## config.mk

```make
export PLATFORM = sky130hd
export DESIGN_NAME = dram_cycle_seq
export DESIGN_NICKNAME = d
export VERILOG_FILES = /design/src/rtl/dram_seq_pkg.sv /design/src/rtl/dram_phase_count.sv /design/src/rtl/dram_refresh_timer.sv /design/src/rtl/dram_row_counter.sv /design/src/rtl/dram_seq_fsm.sv /design/src/rtl/dram_cycle_seq.sv
export SDC_FILE = /design/constraint.sdc
export NUM_CORES = 1
export LEC_CHECK = 0
export ABC_CLOCK_PERIOD_IN_PS = 2700
export BUFFER_PORTS_ARGS = -buffer_cell sky130_fd_sc_hd__buf_2
export CAP_MARGIN = 20
export CELL_PAD_IN_SITES_DETAIL_PLACEMENT = 1
export CELL_PAD_IN_SITES_GLOBAL_PLACEMENT = 1
export CORE_ASPECT_RATIO = 0.6
export CORE_UTILIZATION = 25
export DETAILED_ROUTE_END_ITERATION = 10
export GPL_TIMING_DRIVEN = 0
export PLACE_DENSITY = 0.56
export SYNTH_ARGS = -nofsm -noshare
export SYNTH_HDL_FRONTEND = slang
export SYNTH_HIERARCHICAL = 1
export SYNTH_SLANG_ARGS = --single-unit
```

## constraint.sdc

```tcl
create_clock -name clk -period 2.7 [get_ports clk]
set_input_delay 0 -clock clk [delete_from_list [all_inputs] [get_ports clk]]
set_output_delay 0 -clock clk [all_outputs]
set_load 0.05 [all_outputs]
```

## src/rtl/dram_seq_pkg.sv

```systemverilog
package dram_seq_pkg;

    typedef enum logic [3:0] {
        S_IDLE,
        S_ROW,
        S_RAS,
        S_COL,
        S_WE,
        S_CAS,
        S_WE_OFF,
        S_RAS_OFF,
        S_PRE
    } seq_state_t;

    typedef enum logic [1:0] {
        OP_REF,
        OP_RD,
        OP_WR
    } op_kind_t;

endpackage

```

## src/rtl/dram_phase_count.sv

```systemverilog
module dram_phase_count #(
    parameter int PHASE_CLKS = 1
) (
    input  logic clk,
    input  logic rst_n,
    input  logic run,
    output logic last
);
    localparam int CW = $clog2(PHASE_CLKS + 1);

    logic [CW-1:0] cnt;

    assign last = (cnt == CW'(PHASE_CLKS - 1));

    always_ff @(posedge clk or negedge rst_n) begin
        if (!rst_n) begin
            cnt <= '0;
        end else if (!run || last) begin
            cnt <= '0;
        end else begin
            cnt <= cnt + 1'b1;
        end
    end

    // every cycle starts its first phase from a fresh count
    a_r9_phase_fresh: assert property (@(posedge clk) disable iff (!rst_n)
        $rose(run) |-> (cnt == '0));

endmodule

```

## src/rtl/dram_refresh_timer.sv

```systemverilog
module dram_refresh_timer #(
    parameter int INTERVAL = 512
) (
    input  logic clk,
    input  logic rst_n,
    input  logic take,
    output logic pending
);
    localparam int TW = $clog2(INTERVAL + 1);

    logic [TW-1:0] tick;
    logic          wrap;

    assign wrap = (tick == TW'(INTERVAL - 1));

    always_ff @(posedge clk or negedge rst_n) begin
        if (!rst_n) begin
            tick    <= '0;
            pending <= 1'b0;
        end else begin
            tick <= wrap ? '0 : tick + 1'b1;
            if (wrap) begin
                pending <= 1'b1;
            end else if (take) begin
                pending <= 1'b0;
            end
        end
    end

    // a pending refresh is kept until it is served
    a_r7_pending_kept: assert property (@(posedge clk) disable iff (!rst_n)
        pending && !take |=> pending);

    // serving clears the flag unless a new interval ends at once
    a_r7_pending_served: assert property (@(posedge clk) disable iff (!rst_n)
        take && !wrap |=> !pending);

endmodule

```

## src/rtl/dram_row_counter.sv

```systemverilog
module dram_row_counter #(
    parameter int ROW_W = 8
) (
    input  logic             clk,
    input  logic             rst_n,
    input  logic             bump,
    output logic [ROW_W-1:0] row
);
    always_ff @(posedge clk or negedge rst_n) begin
        if (!rst_n) begin
            row <= '0;
        end else if (bump) begin
            row <= row + 1'b1;
        end
    end

    // step by one with natural wrap
    a_r6_row_step: assert property (@(posedge clk) disable iff (!rst_n)
        bump |=> (row == $past(row) + 1'b1));

    // no movement without a finished refresh
    a_r6_row_still: assert property (@(posedge clk) disable iff (!rst_n)
        !bump |=> $stable(row));

endmodule

```

## src/rtl/dram_seq_fsm.sv

```systemverilog
module dram_seq_fsm
    import dram_seq_pkg::*;
(
    input  logic       clk,
    input  logic       rst_n,
    input  logic       req_valid,
    input  logic       req_write,
    input  logic       ref_pending,
    input  logic       phase_last,
    output seq_state_t state,
    output op_kind_t   op,
    output logic       take_ref,
    output logic       take_req,
    output logic       bump_row,
    output logic       end_host,
    output logic       cas_read_end,
    output logic       ras_n,
    output logic       cas_n,
    output logic       we_n,
    output logic       col_sel
);
    seq_state_t nxt;
    op_kind_t   nxt_op;

    // state register
    always_ff @(posedge clk or negedge rst_n) begin
        if (!rst_n) begin
            state <= S_IDLE;
            op    <= OP_REF;
        end else begin
            state <= nxt;
            op    <= nxt_op;
        end
    end

    // transitions
    always_comb begin
        nxt    = state;
        nxt_op = op;
        unique case (state)
            S_IDLE: begin
                if (ref_pending) begin
                    nxt    = S_ROW;
                    nxt_op = OP_REF;
                end else if (req_valid) begin
                    nxt    = S_ROW;
                    nxt_op = req_write ? OP_WR : OP_RD;
                end
            end
            S_ROW:     if (phase_last) nxt = S_RAS;
            S_RAS:     if (phase_last) nxt = (op == OP_REF) ? S_PRE : S_COL;
            S_COL:     if (phase_last) nxt = (op == OP_WR) ? S_WE : S_CAS;
            S_WE:      if (phase_last) nxt = S_CAS;
            S_CAS:     if (phase_last) nxt = (op == OP_WR) ? S_WE_OFF : S_RAS_OFF;
            S_WE_OFF:  if (phase_last) nxt = S_RAS_OFF;
            S_RAS_OFF: if (phase_last) nxt = S_PRE;
            S_PRE:     if (phase_last) nxt = S_IDLE;
            default:   nxt = S_IDLE;
        endcase
    end

    // outputs
    always_comb begin
        ras_n   = 1'b1;
        cas_n   = 1'b1;
        we_n    = 1'b1;
        col_sel = 1'b0;
        unique case (state)
            S_IDLE, S_ROW, S_PRE: ;
            S_RAS: ras_n = 1'b0;
            S_COL: begin
                ras_n   = 1'b0;
                col_sel = 1'b1;
            end
            S_WE: begin
                ras_n   = 1'b0;
                we_n    = 1'b0;
                col_sel = 1'b1;
            end
            S_CAS: begin
                ras_n   = 1'b0;
                cas_n   = 1'b0;
                we_n    = (op != OP_WR);
                col_sel = 1'b1;
            end
            S_WE_OFF: begin
                ras_n   = 1'b0;
                cas_n   = 1'b0;
                col_sel = 1'b1;
            end
            S_RAS_OFF: begin
                cas_n   = 1'b0;
                col_sel = 1'b1;
            end
            default: ;
        endcase
    end

    assign take_ref     = (state == S_IDLE) && ref_pending;
    assign take_req     = (state == S_IDLE) && !ref_pending && req_valid;
    assign bump_row     = (state == S_RAS) && phase_last && (op == OP_REF);
    assign end_host     = (state == S_PRE) && phase_last && (op != OP_REF);
    assign cas_read_end = (state == S_CAS) && phase_last && (op == OP_RD);

    // pending refresh wins in IDLE
    a_r7_refresh_first: assert property (@(posedge clk) disable iff (!rst_n)
        (state == S_IDLE) && ref_pending |=> (state == S_ROW) && (op == OP_REF));

    // refresh never strobes a column or write
    a_r3_ras_only: assert property (@(posedge clk) disable iff (!rst_n)
        (op == OP_REF) && (state != S_IDLE) |-> cas_n && we_n);

    // a state is held until its phase ends
    a_r9_state_hold: assert property (@(posedge clk) disable iff (!rst_n)
        (state != S_IDLE) && !phase_last |=> (state == $past(state)));

    // a running cycle keeps its kind
    a_r7_no_abort: assert property (@(posedge clk) disable iff (!rst_n)
        (state != S_IDLE) |=> $stable(op));

endmodule

```

## src/rtl/dram_cycle_seq.sv

```systemverilog
module dram_cycle_seq
    import dram_seq_pkg::*;
#(
    parameter int ADDR_HALF    = 8,
    parameter int PHASE_CLKS   = 1,
    parameter int REF_INTERVAL = 512
) (
    input  logic                   clk,
    input  logic                   rst_n,
    input  logic                   req_valid,
    input  logic                   req_write,
    input  logic [2*ADDR_HALF-1:0] req_addr,
    input  logic                   req_wdata,
    output logic                   busy,
    output logic                   done,
    output logic                   rdata,
    output logic [ADDR_HALF-1:0]   dram_addr,
    output logic                   dram_ras_n,
    output logic                   dram_cas_n,
    output logic                   dram_we_n,
    output logic                   dram_din,
    input  logic                   dram_dout
);
    localparam int AW = 2 * ADDR_HALF;

    seq_state_t           state;
    op_kind_t             op;
    logic                 phase_last;
    logic                 ref_pending;
    logic                 take_ref;
    logic                 take_req;
    logic                 bump_row;
    logic                 end_host;
    logic                 cas_read_end;
    logic                 col_sel;
    logic [ADDR_HALF-1:0] ref_row;
    logic [AW-1:0]        lat_addr;
    logic                 lat_data;
    logic [ADDR_HALF-1:0] row_sel;

    dram_seq_fsm u_fsm (
        .clk          (clk),
        .rst_n        (rst_n),
        .req_valid    (req_valid),
        .req_write    (req_write),
        .ref_pending  (ref_pending),
        .phase_last   (phase_last),
        .state        (state),
        .op           (op),
        .take_ref     (take_ref),
        .take_req     (take_req),
        .bump_row     (bump_row),
        .end_host     (end_host),
        .cas_read_end (cas_read_end),
        .ras_n        (dram_ras_n),
        .cas_n        (dram_cas_n),
        .we_n         (dram_we_n),
        .col_sel      (col_sel)
    );

    dram_phase_count #(.PHASE_CLKS(PHASE_CLKS)) u_phase (
        .clk   (clk),
        .rst_n (rst_n),
        .run   (busy),
        .last  (phase_last)
    );

    dram_refresh_timer #(.INTERVAL(REF_INTERVAL)) u_timer (
        .clk     (clk),
        .rst_n   (rst_n),
        .take    (take_ref),
        .pending (ref_pending)
    );

    dram_row_counter #(.ROW_W(ADDR_HALF)) u_rows (
        .clk   (clk),
        .rst_n (rst_n),
        .bump  (bump_row),
        .row   (ref_row)
    );

    assign busy = (state != S_IDLE);

    always_ff @(posedge clk or negedge rst_n) begin
        if (!rst_n) begin
            lat_addr <= '0;
            lat_data <= 1'b0;
            done     <= 1'b0;
            rdata    <= 1'b0;
        end else begin
            if (take_req) begin
                lat_addr <= req_addr;
                lat_data <= req_wdata;
            end
            done <= end_host;
            if (cas_read_end) begin
                rdata <= dram_dout;
            end
        end
    end

    assign row_sel   = (op == OP_REF) ? ref_row : lat_addr[AW-1:ADDR_HALF];
    assign dram_addr = col_sel ? lat_addr[ADDR_HALF-1:0] : row_sel;
    assign dram_din  = lat_data;

    // address settled before each strobe falls
    a_r2_row_setup: assert property (@(posedge clk) disable iff (!rst_n)
        $fell(dram_ras_n) |-> $stable(dram_addr));

    a_r2_col_setup: assert property (@(posedge clk) disable iff (!rst_n)
        $fell(dram_cas_n) |-> $stable(dram_addr));

    // CAS only falls inside an open row
    a_r4_cas_in_row: assert property (@(posedge clk) disable iff (!rst_n)
        $fell(dram_cas_n) |-> !dram_ras_n && $past(!dram_ras_n));

    // WE leads CAS on a write
    a_r5_we_leads: assert property (@(posedge clk) disable iff (!rst_n)
        $fell(dram_cas_n) && !dram_we_n |-> $past(!dram_we_n));

    // done is a single clock and only when idle
    a_r8_done_pulse: assert property (@(posedge clk) disable iff (!rst_n)
        done |=> !done);

    a_r8_done_idle: assert property (@(posedge clk) disable iff (!rst_n)
        done |-> !busy);

endmodule

```

Word level (Yosys, flattened, before mapping)
Cells that the tools add are included.
{"block": "op_classes", "n_addsub": 3, "eq_ne": 21, "muxes": 27, "n_bitwise": 1, "n_reduce_logical": 23}
{"cell": "$mux W4", "count": 11}
{"cell": "$pmux W4 S9", "count": 1}
{"cell": "$ne A2 B2 Y1 const B", "count": 9}
{"cell": "$eq A4 B3 Y1 const B", "count": 4}
{"cell": "$mux W8", "count": 2}
{"cell": "$add A10 B1 Y10 const B", "count": 1}
{"cell": "$eq A10 B9 Y1 const B", "count": 1}
{"cell": "$mux W10", "count": 1}
{"cell": "$reduce_or A5 Y1", "count": 2}
{"cell": "$logic_and A1 B1 Y1", "count": 9}
{"cell": "$reduce_and A9 Y1", "count": 1}
{"cell": "$add A8 B1 Y8 const B", "count": 1}
{"cell": "$eq A4 B2 Y1 const B", "count": 2}
{"cell": "$mux W1", "count": 8}
{"cell": "$mux W2", "count": 3}
{"cell": "$reduce_bool A2 Y1", "count": 3}
{"cell": "$eq A4 B1 Y1 const B", "count": 1}
{"cell": "$eq A4 B4 Y1 const B", "count": 1}
{"cell": "$logic_not A4 Y1", "count": 1}
{"cell": "$reduce_bool A4 Y1", "count": 1}
{"cell": "$ne A3 B2 Y1 const B", "count": 1}
{"cell": "$reduce_or A3 Y1", "count": 1}
{"cell": "$eq A2 B1 Y1 const B", "count": 1}
{"cell": "$eq A2 B2 Y1 const B", "count": 1}
{"cell": "other kinds (7)", "count": 8}
{"block": "totals", "regBits": 45, "output_inout_bits": 15, "word_cells": 85}

Logic depth before layout (Yosys ltp)
{"block": "depth", "ltp_word": 4, "depth_mapped": 7}

Cells and area by module
Netlist, hierarchy kept.
{"mod": "dram_cycle_seq", "n_inst": 1, "cells_each": 84, "area_per_inst_um2": 918.4}
{"mod": "dram_refresh_timer", "n_inst": 1, "cells_each": 43, "area_per_inst_um2": 513.0}
{"mod": "dram_seq_fsm", "n_inst": 1, "cells_each": 56, "area_per_inst_um2": 439.2}
{"mod": "dram_row_counter", "n_inst": 1, "cells_each": 26, "area_per_inst_um2": 337.8}
{"mod": "dram_phase_count", "n_inst": 1, "cells_each": 3, "area_per_inst_um2": 32.5}

Worst setup path before layout
OpenSTA, ideal clock, no wires.
{"block": "synth_path", "path_type": "flip-flop to output port", "start": "reg u_fsm.state[1]", "end": "out dram_addr[5]", "t_arrival_ns": 2.964, "required_time_ns": 2.700, "slack_ns": -0.264, "stages_incl_launch_ff": 7, "path_buffers": 3, "cell_sequence": "dfrtp_1 clkbuf_1 a21oi_1 nor2_1 buf_6 clkbuf_8 o311ai_0"}
{"block": "synth_via", "elab_chain_cells": 4}
{"item": "from (decl)", "line": "dram_seq_fsm.sv:10", "source": "output seq_state_t state,"}
{"item": "from (signal assigned)", "line": "dram_seq_fsm.sv:31", "source": "state <= nxt;"}
{"item": "$eq A4 B2 Y1 or $eq A4 B3 Y1 (tied branches)", "line": "dram_seq_fsm.sv:68", "source": "unique case (state)"}
{"item": "$reduce_or A5 Y1 (no line) (*)"}
{"item": "$mux W1 (*)", "line": "dram_seq_fsm.sv:68"}
{"item": "via col_sel", "line": "dram_cycle_seq.sv:35", "source": "logic col_sel;"}
{"item": "$mux W8 (*)", "line": "dram_cycle_seq.sv:103", "source": "assign dram_addr = col_sel ? lat_addr[ADDR_HALF-1:0] : row_sel;"}
{"item": "to (decl)", "line": "dram_cycle_seq.sv:17", "source": "output logic [ADDR_HALF-1:0] dram_addr,"}
Mark *: on every way through the listed nets, which the timed path passes. The rest lies on a longest branch.

Worst setup path after layout
{"block": "layout_path", "start": "reg u_fsm.state[1]", "end": "out dram_addr[2]"}
The elaborated chain is that of the path after synthesis.

==> results.sh <==
export IMPL_cts_buffers=5
export IMPL_swShare=0.4719
export IMPL_power_switching_mw=1.542
export IMPL_grt_pass1_vias=1868
export IMPL_dpl_hpwl_um=3879
export IMPL_finClkSkew_ns=0.006940
export IMPL_clk_path_buf_depth=2
export IMPL_synth_cell_types=47
export IMPL_antenna_found_initial=0
export IMPL_leakagePower_nw=1.315
export IMPL_cts_tree="yes"
export IMPL_finalHoldViolCount=0
export IMPL_wl_um=5545
export IMPL_combPwrFrac=0.503
export IMPL_fillCellCount=1004
export IMPL_drtIter0Drc=41
export IMPL_multi_input_area_mm2=0.001002
export IMPL_hold_class="in2async"
export IMPL_dr_total_vias=1805
export IMPL_gp_congestion=0.6999
export IMPL_cp_max_fo=10
export IMPL_worst_slew_pin_slew_ns=0.5440
export IMPL_yosysSeqAreaShare=0.5025
export IMPL_drtAntennaViolNets=0
export IMPL_ff_latch_area_mm2=0.001126
export IMPL_cp_arrival_ns=2.40
export IMPL_syn_to_final_growth_pct=29.93
export IMPL_io_buffers=36
export IMPL_core_area_mm2=0.008588
export IMPL_slew_viol_final=0
export IMPL_total_power_mw=3.267
export IMPL_design_area_mm2=0.002912
export IMPL_final_util=0.3390
export IMPL_end_kind="output port"
export IMPL_track_usage=0.1251
export IMPL_grt_pass1_wl_um=9135
export IMPL_synth_edf_count=0
export IMPL_synth_net_count=236
export IMPL_final_common_cell="dfrtp_1"
export IMPL_async_flop_share=1.000
export IMPL_clk_pin_slew_worst_paths_ns=0.06
export IMPL_die_w_um=124.2
export IMPL_timing_rr_start="u_fsm/state[3]$_DFFE_PN0P_"
export IMPL_firstDrtPassIters=4
export IMPL_nets=300
export IMPL_internal_power_mw=1.725
export IMPL_root_buffer="clkbuf_16"
export IMPL_viasPerCell=4.664
export IMPL_row_count=26
export IMPL_seqPwrFrac=0.322
export IMPL_antenna_cells=0
export IMPL_timing_fmax_mhz=416.0
export IMPL_worstPathRequired_ns=2.70
export IMPL_post_synth_instance_area_mm2=0.002241
export IMPL_die_area_mm2=0.009358
export IMPL_startpoint="u_fsm/state[1]$_DFFE_PN0P_"
export IMPL_ys_warn_count=6
export IMPL_most_common_layout_cells="45 x dfrtp_1, 40 x buf_2, 27 x nand2_1"
export IMPL_critPathKind="reg2out"
export IMPL_grt_max_degree=46
export IMPL_initial_core_util=0.2609
export IMPL_status="complete, no violations"
export IMPL_placed_area_mm2=0.002561
export IMPL_ys_seq_elements=45
export IMPL_peakVddDrop_mv=0.6751
export IMPL_final_cells=387
export IMPL_wl_per_cell_um=14.33
export IMPL_power_density_mw_per_mm2=1122
export IMPL_htreeDepth=2
export IMPL_fin_crit_sh=0.8904
export IMPL_rsz0062_at_grt="no"
export IMPL_slew_headroom=0.6360
export IMPL_die_height_um=75.34
export IMPL_post_route_drc_count=0
export IMPL_synthCells=212
export IMPL_cts_sinks=45
export IMPL_drive_gt1_frac=0.2582
export IMPL_setup_viol=0
export IMPL_clk_latency_ns=0.28
export IMPL_maxCapViolCount=0
export IMPL_ys_flop_type="dfrtp_1"
export IMPL_grt_overflow=0
export IMPL_startpoint_type="register"
export IMPL_place_inst=360
export IMPL_p_clk_frac=0.175
export IMPL_layout_min_cycle_time_ns=2.404
export IMPL_avgSynthCellArea_um2=10.57
export IMPL_ios=37
==> final timing paths <==
path | slack [ns] | endpoint | cells past startpoint
worst max-delay path | 0.30 | dram_addr[2] | 8
max in group asynchronous | 2.11 | lat_addr[0]$_DFFE_PN0P_ | 3
worst min-delay path | 0.11 | u_fsm/state[0]$_DFFE_PN0P_ | 2
worst min register to register | 0.47 | u_timer/tick[8]$_DFF_PN0_ | 1
min in group clk | 0.14 | u_fsm/op[0]$_DFFE_PN0P_ | 4
worst max register to register | 0.61 | lat_addr[4]$_DFFE_PN0P_ | 6
==> flip-flops by register name, summed over array words and instances (netlist names) <==
register and cells:
done 1, u_timer/pending 1, u_timer/tick 10, dram_din 1, lat_addr 16, rdata 1
u_fsm/op 2, u_rows/row 8, u_phase/cnt 1, u_fsm/state 4
==> repair_timing <==
| item | CTS | global route |
|---|---|---|
| gates resized for setup | 0 | 0 |
| setup buffers | 0 | 0 |
| hold endpoints to repair | 65 | 0 |
| hold buffers | 20 | 0 |
==> cell families after synthesis <==
| logic type | Yosys count | share of synthesized area |
|---|---|---|
| buffers and inverters | 22 | 0.05025 |
| and+or+nand+nor | 81 | 0.2116 |
| muxes | 12 | 0.06030 |
| xor gates and xnor gates | 13 | 0.05081 |
| AOI/OAI and AO/OA | 36 | 0.1117 |
| other | 1 | 0.001673 |
| adders and majority gates | 2 | 0.01117 |
| DFF | 45 | 0.5025 |
==> per-layer routing <==
| metal | global-route usage | share of wire | up-vias | wire length (um) |
|---|---|---|---|---|
| li1 | - | - | 877 | - |
| met1 | 0.1731 | 0.53 | 901 | 2942 |
| met2 | 0.1989 | 0.43 | 25 | 2400 |
| met3 | 0.03511 | 0.034 | 2 | 189 |
| met4 | 0.02410 | 0.0023 | 0 | 13 |
| met5 | 0 | 0 | - | 0 |
==> synth_stat cells (2+ instances only) <==
master,n,area [um^2]
nand2_1,27,101.4
nor2_1,14,52.55
xor2_1,9,78.83
nand4_1,4,25.02
clkbuf_1,2,7.510
a31oi_1,2,12.51
nand3_1,5,25.02
and2_1,2,12.51
xnor2_1,4,35.03
o21ai_1,2,10.01
or4b_1,8,80.08
o21ai_0,14,70.07
mux2_2,12,135.1
buf_2,4,20.02
dfrtp_1,45,1126
nor2b_1,3,18.77
ha_1,2,25.02
inv_1,13,48.80
o311ai_1,3,26.28
nor3_1,5,25.02
o311ai_0,5,43.79
buf_6,2,22.52
==> power by group through the flow <==
stage | Sequential [mW] | Clock [mW] | Combinational [mW]
after floorplan | 1.05 | 0 | 1.22
after global placement | 1.06 | 0 | 1.60
after detailed placement | 1.06 | 0 | 1.63
after CTS | 1.05 | 0.599 | 1.65
after global routing | 1.09 | 0.618 | 1.78
final | 1.05 | 0.573 | 1.64
==> through the flow <==
stage | hold slack, ns | setup slack [ns] | TNS (ns)
after floorplan | -0.2956 | -0.1167 | -0.4668
after global placement | 0.2113 | 0.5947 | 0
after detailed placement | 0.2250 | 0.5907 | 0
after CTS | 0.1280 | 0.2728 | 0
after global routing | 0.1174 | 0.08654 | 0
final | 0.1053 | 0.2960 | 0
==> worst max-delay path: stages (launching register included) <==
cell and delay (ns):
dfrtp_1 0.45, clkbuf_1 0.35, a21oi_1 0.12, nor2_1 0.34, buf_6 0.20, clkbuf_8 0.17, nand2_1 0.06, o311ai_1 0.10
buf_2 0.33
==> cell type report <==
| type | instances | share of cell area |
|---|---|---|
| Buffer | 9 | 0.02192 |
| Clock buffer | 5 | 0.04297 |
| Clock inverter | 1 | 0.001719 |
| Inverter | 13 | 0.01676 |
| Multi-Input combinational cell | 145 | 0.3442 |
| Sequential cell | 45 | 0.3868 |
| Tap cell | 112 | 0.04813 |
| Timing Repair Buffer | 57 | 0.1375 |
Note: power is estimated with default switching activity, not from simulation.
